$ cat src/rtl/opdec_pkg.sv
package opdec_pkg;

    localparam int unsigned BYTE_W = 8;

    typedef enum logic [1:0] {
        ST_IDLE  = 2'd0,
        ST_PFX   = 2'd1,
        ST_ESC   = 2'd2,
        ST_MODRM = 2'd3
    } dec_state_e;

    typedef enum logic [1:0] {
        RK_NONE = 2'd0,
        RK_CX8  = 2'd1,
        RK_TRAP = 2'd2,
        RK_PASS = 2'd3
    } res_kind_e;

    typedef struct packed {
        dec_state_e        st;
        logic              lock;
        logic              rv;
        res_kind_e         kind;
        logic              rlock;
        logic [1:0]        mode;
        logic [2:0]        sel;
        logic [BYTE_W-1:0] last;
    } dec_regs_t;

endpackage

$ cat src/rtl/opdec_byte_class.sv
module opdec_byte_class
    import opdec_pkg::*;
#(
    parameter logic [BYTE_W-1:0] LOCK_CODE = 8'hF0,
    parameter logic [BYTE_W-1:0] ESC_CODE  = 8'h0F,
    parameter logic [BYTE_W-1:0] GRP_CODE  = 8'hC7
) (
    input  logic [BYTE_W-1:0] byte_i,
    output logic              is_lock_o,
    output logic              is_esc_o,
    output logic              is_grp_o
);

    always_comb begin
        is_lock_o = (byte_i == LOCK_CODE);
        is_esc_o  = (byte_i == ESC_CODE);
        is_grp_o  = (byte_i == GRP_CODE);
    end

endmodule

$ cat src/rtl/opdec_modrm_check.sv
module opdec_modrm_check
    import opdec_pkg::*;
#(
    parameter logic [1:0] REG_MODE = 2'b11,
    parameter logic [2:0] OP_CX8   = 3'b001
) (
    input  logic [BYTE_W-1:0] byte_i,
    output logic [1:0]        mode_o,
    output logic [2:0]        sel_o,
    output logic              illegal_o
);

    logic [2:0] op_field;

    always_comb begin
        mode_o    = byte_i[7:6];
        op_field  = byte_i[5:3];
        sel_o     = byte_i[2:0];
        illegal_o = (mode_o == REG_MODE) || (op_field != OP_CX8);
    end

endmodule

$ cat src/rtl/opdec_core.sv
module opdec_core
    import opdec_pkg::*;
(
    input  logic              clk,
    input  logic              rst_n,
    input  logic              in_valid,
    input  logic [BYTE_W-1:0] in_byte,
    input  logic              is_lock,
    input  logic              is_esc,
    input  logic              is_grp,
    input  logic              mr_illegal,
    input  logic [1:0]        mr_mode,
    input  logic [2:0]        mr_sel,
    output logic              in_ready,
    output dec_regs_t         regs_o
);

    dec_regs_t r_d, r_q;
    logic      accept;

    assign in_ready = !r_q.rv;
    assign accept   = in_valid && in_ready;
    assign regs_o   = r_q;

    always_comb begin
        r_d       = r_q;
        r_d.rv    = 1'b0;
        r_d.kind  = RK_NONE;
        r_d.rlock = 1'b0;
        r_d.mode  = '0;
        r_d.sel   = '0;
        if (accept) begin
            r_d.last = in_byte;
            unique case (r_q.st)
                ST_IDLE, ST_PFX: begin
                    if (is_lock) begin
                        r_d.lock = 1'b1;
                        r_d.st   = ST_PFX;
                    end else if (is_esc) begin
                        r_d.st = ST_ESC;
                    end else begin
                        r_d.st   = ST_IDLE;
                        r_d.lock = 1'b0;
                        r_d.rv   = 1'b1;
                        r_d.kind = RK_PASS;
                    end
                end
                ST_ESC: begin
                    if (is_grp) begin
                        r_d.st = ST_MODRM;
                    end else begin
                        r_d.st   = ST_IDLE;
                        r_d.lock = 1'b0;
                        r_d.rv   = 1'b1;
                        r_d.kind = RK_PASS;
                    end
                end
                ST_MODRM: begin
                    r_d.st   = ST_IDLE;
                    r_d.lock = 1'b0;
                    r_d.rv   = 1'b1;
                    if (mr_illegal) begin
                        r_d.kind = RK_TRAP;
                    end else begin
                        r_d.kind  = RK_CX8;
                        r_d.rlock = r_q.lock;
                        r_d.mode  = mr_mode;
                        r_d.sel   = mr_sel;
                    end
                end
                default: r_d.st = ST_IDLE;
            endcase
        end
    end

    always_ff @(posedge clk or negedge rst_n) begin
        if (!rst_n) begin
            r_q <= '{st: ST_IDLE, lock: 1'b0, rv: 1'b0, kind: RK_NONE,
                     rlock: 1'b0, mode: 2'b00, sel: 3'b000, last: '0};
        end else begin
            r_q <= r_d;
        end
    end

endmodule

$ cat src/rtl/prefixed_op_decoder.sv
module prefixed_op_decoder
    import opdec_pkg::*;
#(
    parameter logic [BYTE_W-1:0] LOCK_CODE = 8'hF0,
    parameter logic [BYTE_W-1:0] ESC_CODE  = 8'h0F,
    parameter logic [BYTE_W-1:0] GRP_CODE  = 8'hC7,
    parameter logic [2:0]        OP_CX8    = 3'b001
) (
    input  logic              clk,
    input  logic              rst_n,
    input  logic              in_valid,
    output logic              in_ready,
    input  logic [BYTE_W-1:0] in_byte,
    output logic              res_valid,
    output logic [1:0]        res_kind,
    output logic              res_lock,
    output logic [1:0]        res_mode,
    output logic [2:0]        res_sel,
    output logic [BYTE_W-1:0] res_byte,
    output logic              bus_lock
);

    logic      is_lock, is_esc, is_grp;
    logic      mr_illegal;
    logic [1:0] mr_mode;
    logic [2:0] mr_sel;
    dec_regs_t regs;

    opdec_byte_class #(
        .LOCK_CODE (LOCK_CODE),
        .ESC_CODE  (ESC_CODE),
        .GRP_CODE  (GRP_CODE)
    ) u_class (
        .byte_i    (in_byte),
        .is_lock_o (is_lock),
        .is_esc_o  (is_esc),
        .is_grp_o  (is_grp)
    );

    opdec_modrm_check #(
        .REG_MODE (2'b11),
        .OP_CX8   (OP_CX8)
    ) u_modrm (
        .byte_i    (in_byte),
        .mode_o    (mr_mode),
        .sel_o     (mr_sel),
        .illegal_o (mr_illegal)
    );

    opdec_core u_core (
        .clk        (clk),
        .rst_n      (rst_n),
        .in_valid   (in_valid),
        .in_byte    (in_byte),
        .is_lock    (is_lock),
        .is_esc     (is_esc),
        .is_grp     (is_grp),
        .mr_illegal (mr_illegal),
        .mr_mode    (mr_mode),
        .mr_sel     (mr_sel),
        .in_ready   (in_ready),
        .regs_o     (regs)
    );

    assign res_valid = regs.rv;
    assign res_kind  = regs.kind;
    assign res_lock  = regs.rlock;
    assign res_mode  = regs.mode;
    assign res_sel   = regs.sel;
    assign res_byte  = regs.last;
    assign bus_lock  = regs.lock;

endmodule

$ cat config.mk
export PLATFORM = sky130hd
export DESIGN_NAME = prefixed_op_decoder
export DESIGN_NICKNAME = d
export VERILOG_FILES = /design/src/rtl/opdec_pkg.sv /design/src/rtl/opdec_byte_class.sv /design/src/rtl/opdec_modrm_check.sv /design/src/rtl/opdec_core.sv /design/src/rtl/prefixed_op_decoder.sv
export SDC_FILE = /design/constraint.sdc
export NUM_CORES = 1
export LEC_CHECK = 0
export BUFFER_PORTS_ARGS = -buffer_cell sky130_fd_sc_hd__buf_2
export CORE_MARGIN = 1
export CORE_UTILIZATION = 52
export CTS_CLUSTER_DIAMETER = 60
export DETAILED_ROUTE_END_ITERATION = 16
export PLACE_DENSITY_LB_ADDON = 0.1
export SKIP_LAST_GASP = 1
export SLEW_MARGIN = 0
export SYNTH_ARGS = -nofsm -noshare
export SYNTH_HDL_FRONTEND = slang
export SYNTH_SLANG_ARGS = --single-unit
$ cat constraint.sdc
create_clock -name clk -period 2.19 [get_ports clk]
set_clock_uncertainty 0.05 [all_clocks]
set_input_delay 0.1095 -clock clk [delete_from_list [all_inputs] [get_ports clk]]
set_output_delay 0.1095 -clock clk [all_outputs]
set_load 0.02 [all_outputs]
==> out/results.tsv, run 1 <==
stage	metric	value	unit
run_status	status	finished clean	
synth	Mapped Nets	88	
power_and_ir_drop	Pwr Total	841.2	uW
timing	Slew headroom	0.7176	
synth	post-synthesis register bit count	20	
cts	H-tree levels	1	
synth	Ys Warns	0	
floorplanning	Initial Util	0.5848	
timing	Final setup viols	0	
timing	max frequency	672.5	MHz
detailed_routing	via count	578	
timing	Tcrit/Tclk final	0.6790	
setup_path	R2R cell count	4	
synth	synthesized netlist cell count	77	
detailed_routing	final WL	1.486	mm
setup_path	crit start category	flip-flop	
timing	Hold Fails Final Rpt	0	
global_route	first-pass GRT wire length	2.470	mm
setup_path	worst path cell trace	nand2b_4 -> or2_1 -> o22a_2 -> a311oi_1	
synth	unique cell type count in the Yosys netlist	24	
global_route	vias in the first global route	570	
detailed_routing	Pre-antenna DRT Iters	4	
placed_design	placed inst area	989.7	sq um
synth	sequential share of the synthesized area	0.5369	
worst_hold_path	worst min-delay path category	in -> reg	
layout	commonest non-fill, non-tap cell in the layout	buf_2	
layout	cell area after layout	1036	sq um
detailed_routing	Routed WL per cell	12.49	microns
timing	Hold Slack	0.02381	ns
worst_hold_path	WHS Endpoint	u_core.regs_o[8]	
layout	layout cells sized above 1	0.4842	
cts	Sink Count	20	
power_and_ir_drop	maximum VDD drop	0.5753	mV
cts	Max Root-Sink Buffers	2	
floorplanning	Die Area	1966	sq um
detailed_routing	highest metal used	met4	
timing	Slew @ Worst Pin	0.4237	ns
layout	Final #Nets	107	
cts	CTS buffer count	3	
floorplanning	core area	1594	sq um
synth	Mapped Avg Cell Area	12.11	sq um
synth	cell accounting for the most synthesized area	dfrtp_1	
worst_hold_path	hold path depth	2	
setup_path	Req. time, crit path	2.33	ns
floorplanning	Die Height	44.34	microns
setup_path	RR Startpoint	u_core.regs_o[16]	
cts	root buffer cell	clkbuf_4	
global_route	initial antenna violation count	0	
floorplanning	I/O Pins	30	
detailed_routing	Met1 Routed Length	660	microns
timing	Setup TNS Final	0	ns
layout	antenna fix cells	0	
cts	CTS tree	done	
setup_path	r2r endpoint	u_core.regs_o[14]	
detailed_routing	Vias/cell	4.857	
setup_path	kind of critical path	reg -> reg	
flow_run	MaxCap Viol Count	0	
timing	Max Slew Vio Count	0	
synth	top post-synthesis cells by area	dfrtp_1, buf_4, mux2_2	
global_route	global-route usage over all layers	0.1811	
detailed_routing	routed wl met3	44	microns
layout	most frequent cells in the layout	buf_2, dfrtp_1, mux2_2	
cts	clock latency on the worst-skew pair	0.29	ns
placed_design	PortBufs	29	
synth	synthesized area	932.1	sq um
cts	clock transition at the registers of the reported paths	0.10	ns
timing	RSZ-0062 raised after global routing	false	
floorplanning	# rows	14	
detailed_routing	ANT nets after route	0	
setup_path	max incr delay on CP	0.40	ns
floorplanning	width of the die	44.34	microns
power_and_ir_drop	Leakage	0.0005155	uW
detailed_routing	Iter 0 DRT Violations	7	
timing	Final min period	1.487	ns
setup_path	CP max-delay cell	dfrtp_1	
synth	share of the synthesized area in the top cell type	0.5369	
layout	number of flip-flops in the largest register	20	
layout	Area Overhead vs Synth	11.14	%
global_route	GR Overflow Total	0	
power_and_ir_drop	cell area power density	812.0	nW/um^2
layout	fin util	0.6499	
global_route	largest net degree at the start of global routing	21	
layout	Filler cells	129	
detailed_routing	DR WL met2	765	microns
detailed_routing	Post-route DRC	0	
placed_design	GP Congestion	0.8699	
cts	CTS resizes	0	
placed_design	Post-DP HPWL	1.132	mm
worst_hold_path	Hold Crit Start	in_byte[0]	
setup_path	critical-path maximum fanout	15	
setup_path	Data arrival, critical path	1.63	ns
setup_path	CP endpoint kind	flip-flop	
setup_path	reg2reg setup slack	0.70	ns
==> cell usage after synthesis <==
library cell   n
nor4b_1        1
a32o_1         1
nor3_1         1
nand3_1        2
buf_4         15
nor2_1         3
a311oi_1       1
o41ai_2        1
dfrtp_1       20
nand2_1        4
o22a_2         1
nor3_2         2
buf_2          1
a21boi_1       1
nand2b_4       1
or2_1          1
mux2_2         8
o21ai_0        2
and2b_1        1
and4_1         1
and2_1         6
inv_1          1
nor3b_1        1
nor4_1         1
==> power by group <==
part / internal, uW / switching, uW
clock network: 101 / 103
logic: 82.4 / 124
registers: 413 / 17.6
==> critical path, delay by kind of cell (launching register included) <==
kind,cells,cell delay [ns]
AO/OA/AOI/OAI,2,0.45
flip-flops,1,0.40
AND/OR/NAND/NOR,2,0.48
==> how the worst max path moves through the flow <==
stage,slack (ns),from,endpoint
3_3_place_gp,0.76,u_core.regs_o[16],u_core.regs_o[14]
4_1_cts,0.71,u_core.regs_o[16],u_core.regs_o[14]
6_report,0.70,u_core.regs_o[16],u_core.regs_o[14]
3_5_place_dp,0.73,u_core.regs_o[16],u_core.regs_o[14]
5_1_grt,0.62,u_core.regs_o[16],u_core.regs_o[14]
2_1_floorplan,0.78,u_core.regs_o[16],u_core.regs_o[17]
==> cell families (layout without fill, tap and decap cells) <==
| kind of cell | Yosys count | after routing | synth area share |
|---|---|---|---|
| compound gates | 7 | 7 | 0.06712 |
| simple gates | 25 | 25 | 0.1691 |
| flops | 20 | 20 | 0.5369 |
| mux | 8 | 8 | 0.09665 |
| buf+inv | 17 | 35 | 0.1302 |
==> final cells by class <==
type	instances	area (sq um)	area share
Tap cell	24	30.03	0.02899
Inverter	1	3.754	0.003623
Timing Repair Buffer	30	155.1	0.1498
Sequential cell	20	500.5	0.4831
Multi-Input combinational cell	40	310.3	0.2995
Clock buffer	4	36.28	0.03502
==> metal layers <==
layer / global-route usage / vias to the layer above
met4: 0.1273 / 0
met3: 0.02449 / 2
met5: 0 / -
li1: - / 289
met1: 0.2249 / 271
met2: 0.2912 / 16
==> metrics by stage <==
step                      std cells  worst slack [ns]
after floorplan                  77            0.7791
after global placement          114            0.7625
after detailed placement        114            0.7349
after CTS                       119            0.7116
after global routing            119            0.6165
final                           119            0.7030
==> repair_timing <==
| item | in CTS | in global routing |
|---|---|---|
| hold endpoints to repair | 20 | 0 |
| buffers inserted | 0 | 0 |
| hold buffers | 1 | 0 |
| endpoints found under the setup margin | 0 | 0 |
Note: power is estimated with default switching activity, not from simulation.
==> inputs of run 2 (changes only) <==
CORE_UTILIZATION = 44   (was 52)
clock period = 1.2 ns   (was 2.19 ns; I/O delays follow)
==> out/results.tsv, run 2 (synthesized netlist as in run 1, its figures left out) <==
stage	metric	value	unit	change
layout	Final #Nets	125		was 107
detailed_routing	Vias/cell	4.829		was 4.857
cts	clock latency on the worst-skew pair	0.30	ns	was 0.29 ns
setup_path	CP endpoint kind	flip-flop		unchanged
cts	Max Root-Sink Buffers	2		unchanged
detailed_routing	Post-route DRC	0		unchanged
layout	commonest non-fill, non-tap cell in the layout	buf_2		unchanged
setup_path	Top delay family on crit path	compound AO/OA/AOI/OAI gates		was simple AND/OR/NAND/NOR gates
power_and_ir_drop	maximum VDD drop	1.132	mV	was 0.5753 mV
setup_path	Data arrival, critical path	1.58	ns	was 1.63 ns
timing	RSZ-0062 raised after global routing	true		was false
timing	fin worst setup slack	-0.2361	ns	was 0.7030 ns
layout	layout cells sized above 1	0.5752		was 0.4842
setup_path	kind of critical path	reg -> reg		unchanged
layout	final cell count without fillers	140		was 119
setup_path	crit start category	flip-flop		unchanged
global_route	global-route usage over all layers	0.1719		was 0.1811
floorplanning	Die Height	48.03	microns	was 44.34 microns
layout	Area Overhead vs Synth	32.89	%	was 11.14%
cts	clock transition at the registers of the reported paths	0.11	ns	was 0.10 ns
detailed_routing	Routed WL per cell	12.98	microns	was 12.49 microns
detailed_routing	Iter 0 DRT Violations	12		was 7
floorplanning	Initial Util	0.4703		was 0.5848
floorplanning	I/O Pins	30		unchanged
cts	CTS buffer count	3		unchanged
run_status	status	finished, violations left		was finished clean
detailed_routing	ANT nets after route	0		unchanged
power_and_ir_drop	Leakage	0.0006224	uW	was 0.0005155 uW
power_and_ir_drop	cell area power density	1318	nW/um^2	was 812.0 nW/um^2
cts	CTS tree	done		unchanged
timing	Slew headroom	0.7120		was 0.7176
cts	Sink Count	20		unchanged
timing	Final min period	1.436	ns	was 1.487 ns
floorplanning	Die Area	2306	sq um	was 1966 sq um
setup_path	worst path cell trace	nand2b_4 -> or2_1 -> o22a_2 -> a32o_1		was nand2b_4 -> or2_1 -> o22a_2 -> a311oi_1
placed_design	Inst Count DP	127		was 114
detailed_routing	final WL	1.817	mm	was 1.486 mm
layout	number of flip-flops in the largest register	20		unchanged
detailed_routing	Pre-antenna DRT Iters	4		unchanged
global_route	GR Overflow Total	0		unchanged
placed_design	PortBufs	29		unchanged
worst_hold_path	worst min-delay path category	in -> reg		unchanged
timing	Setup TNS Final	-1.105	ns	was 0 ns
setup_path	Buf+Inv Stages, Crit Path	0		unchanged
timing	Tcrit/Tclk final	1.197		was 0.6790
setup_path	CP max-delay cell	dfrtp_2		was dfrtp_1
global_route	first-pass GRT wire length	2.642	mm	was 2.470 mm
setup_path	Req. time, crit path	1.35	ns	was 2.33 ns
global_route	vias in the first global route	606		was 570
timing	Final setup viols	9		was 0
setup_path	reg2reg setup slack	-0.24	ns	was 0.70 ns
floorplanning	# rows	16		was 14
floorplanning	core area	1982	sq um	was 1594 sq um
placed_design	GP Congestion	0.7880		was 0.8699
power_and_ir_drop	Pwr Total	1633	uW	was 841.2 uW
global_route	initial antenna violation count	0		unchanged
global_route	largest net degree at the start of global routing	21		unchanged
floorplanning	width of the die	48.03	microns	was 44.34 microns
timing	Max Slew Vio Count	0		unchanged
timing	max frequency	696.3	MHz	was 672.5 MHz
cts	root buffer cell	clkbuf_4		unchanged
detailed_routing	via count	676		was 578
placed_design	Post-DP HPWL	1.222	mm	was 1.132 mm
run_status	failing checks	negative setup slack		
timing	Hold Slack	0.02020	ns	was 0.02381 ns
layout	antenna fix cells	0		unchanged
setup_path	max incr delay on CP	0.41	ns	was 0.40 ns
setup_path	critical-path maximum fanout	5		was 15
cts	H-tree levels	1		unchanged
timing	Hold Fails Final Rpt	0		unchanged
flow_run	MaxCap Viol Count	0		unchanged
layout	most frequent cells in the layout	buf_2, dfrtp_1, buf_4		was buf_2, dfrtp_1, mux2_2
timing	Slew @ Worst Pin	0.4320	ns	was 0.4237 ns
placed_design	worst setup slack after placement	-0.1366	ns	was 0.7349 ns
run 2: cell types whose count changed in the layout (fill, tap and decap cells not counted), moves of 2 or more:
cell / delta
buf_6: +3
nor3_4: +2
buf_4: +11
dlygate4sd3_1: +5
nor3_2: -2
run 2: what timing repair did:
| action | CTS | global route |
|---|---|---|
| hold endpoints to repair | 28 | 0 |
| pin swaps | 1 | 5 |
| gates resized for setup | 2 | 10 |
| buffers inserted | 0 | 3 |
| endpoints found under the setup margin | 12 | 18 |
| hold buffers | 6 | 0 |
run 2: layout make-up:
class	instances	area, sq um
fillers	156	743.2
flip-flops and latches	20	501.7
multi-input cells	40	346.6
repair buffers	48	316.6
clock buffers	4	36.28
well taps	27	33.78
inverters	1	3.754
run 2: worst reg2reg max path: cells and delay by family, from the launching register on:
family	cells	cell delay, ns
simple gates	2	0.40
flops	1	0.41
compound gates	2	0.46
run 2: through the flow:
step,utilization,instance area [sq um]
6_report,0.6250,1239
5_1_grt,0.6250,1239
4_1_cts,0.5941,1177
3_5_place_dp,0.5398,1070
3_3_place_gp,0.5398,1070
2_1_floorplan,-,933.4
run 2: worst paths after layout:
path,start,to,depth (start not counted)
setup reg to reg,u_core.regs_o[16],u_core.regs_o[17],4
setup / recovery,u_core.regs_o[16],u_core.regs_o[17],4
min in group asynchronous,rst_n,u_core.regs_o[19],2
hold reg to reg,u_core.regs_o[5],u_core.regs_o[5],1
max in group asynchronous,rst_n,u_core.regs_o[16],2
hold / removal,in_valid,u_core.regs_o[17],2
run 2: layer usage:
metal  routed length [microns]  global-route usage  vias up
met5                         0                   0        -
met3                        58             0.03396        7
met4                        55              0.1000        0
li1                          -                   -      327
met2                       883              0.2676       22
met1                       819              0.2212      320
run 2: report_power, final:
part / internal, uW / switching [uW] / total, uW / leakage [uW]
Sequential: 755 / 32.3 / 787 / 0.000254
Clock: 185 / 197 / 382 / 0.0000210
Combinational: 213 / 251 / 464 / 0.000348
Total: 1150 / 480 / 1630 / 0.000622
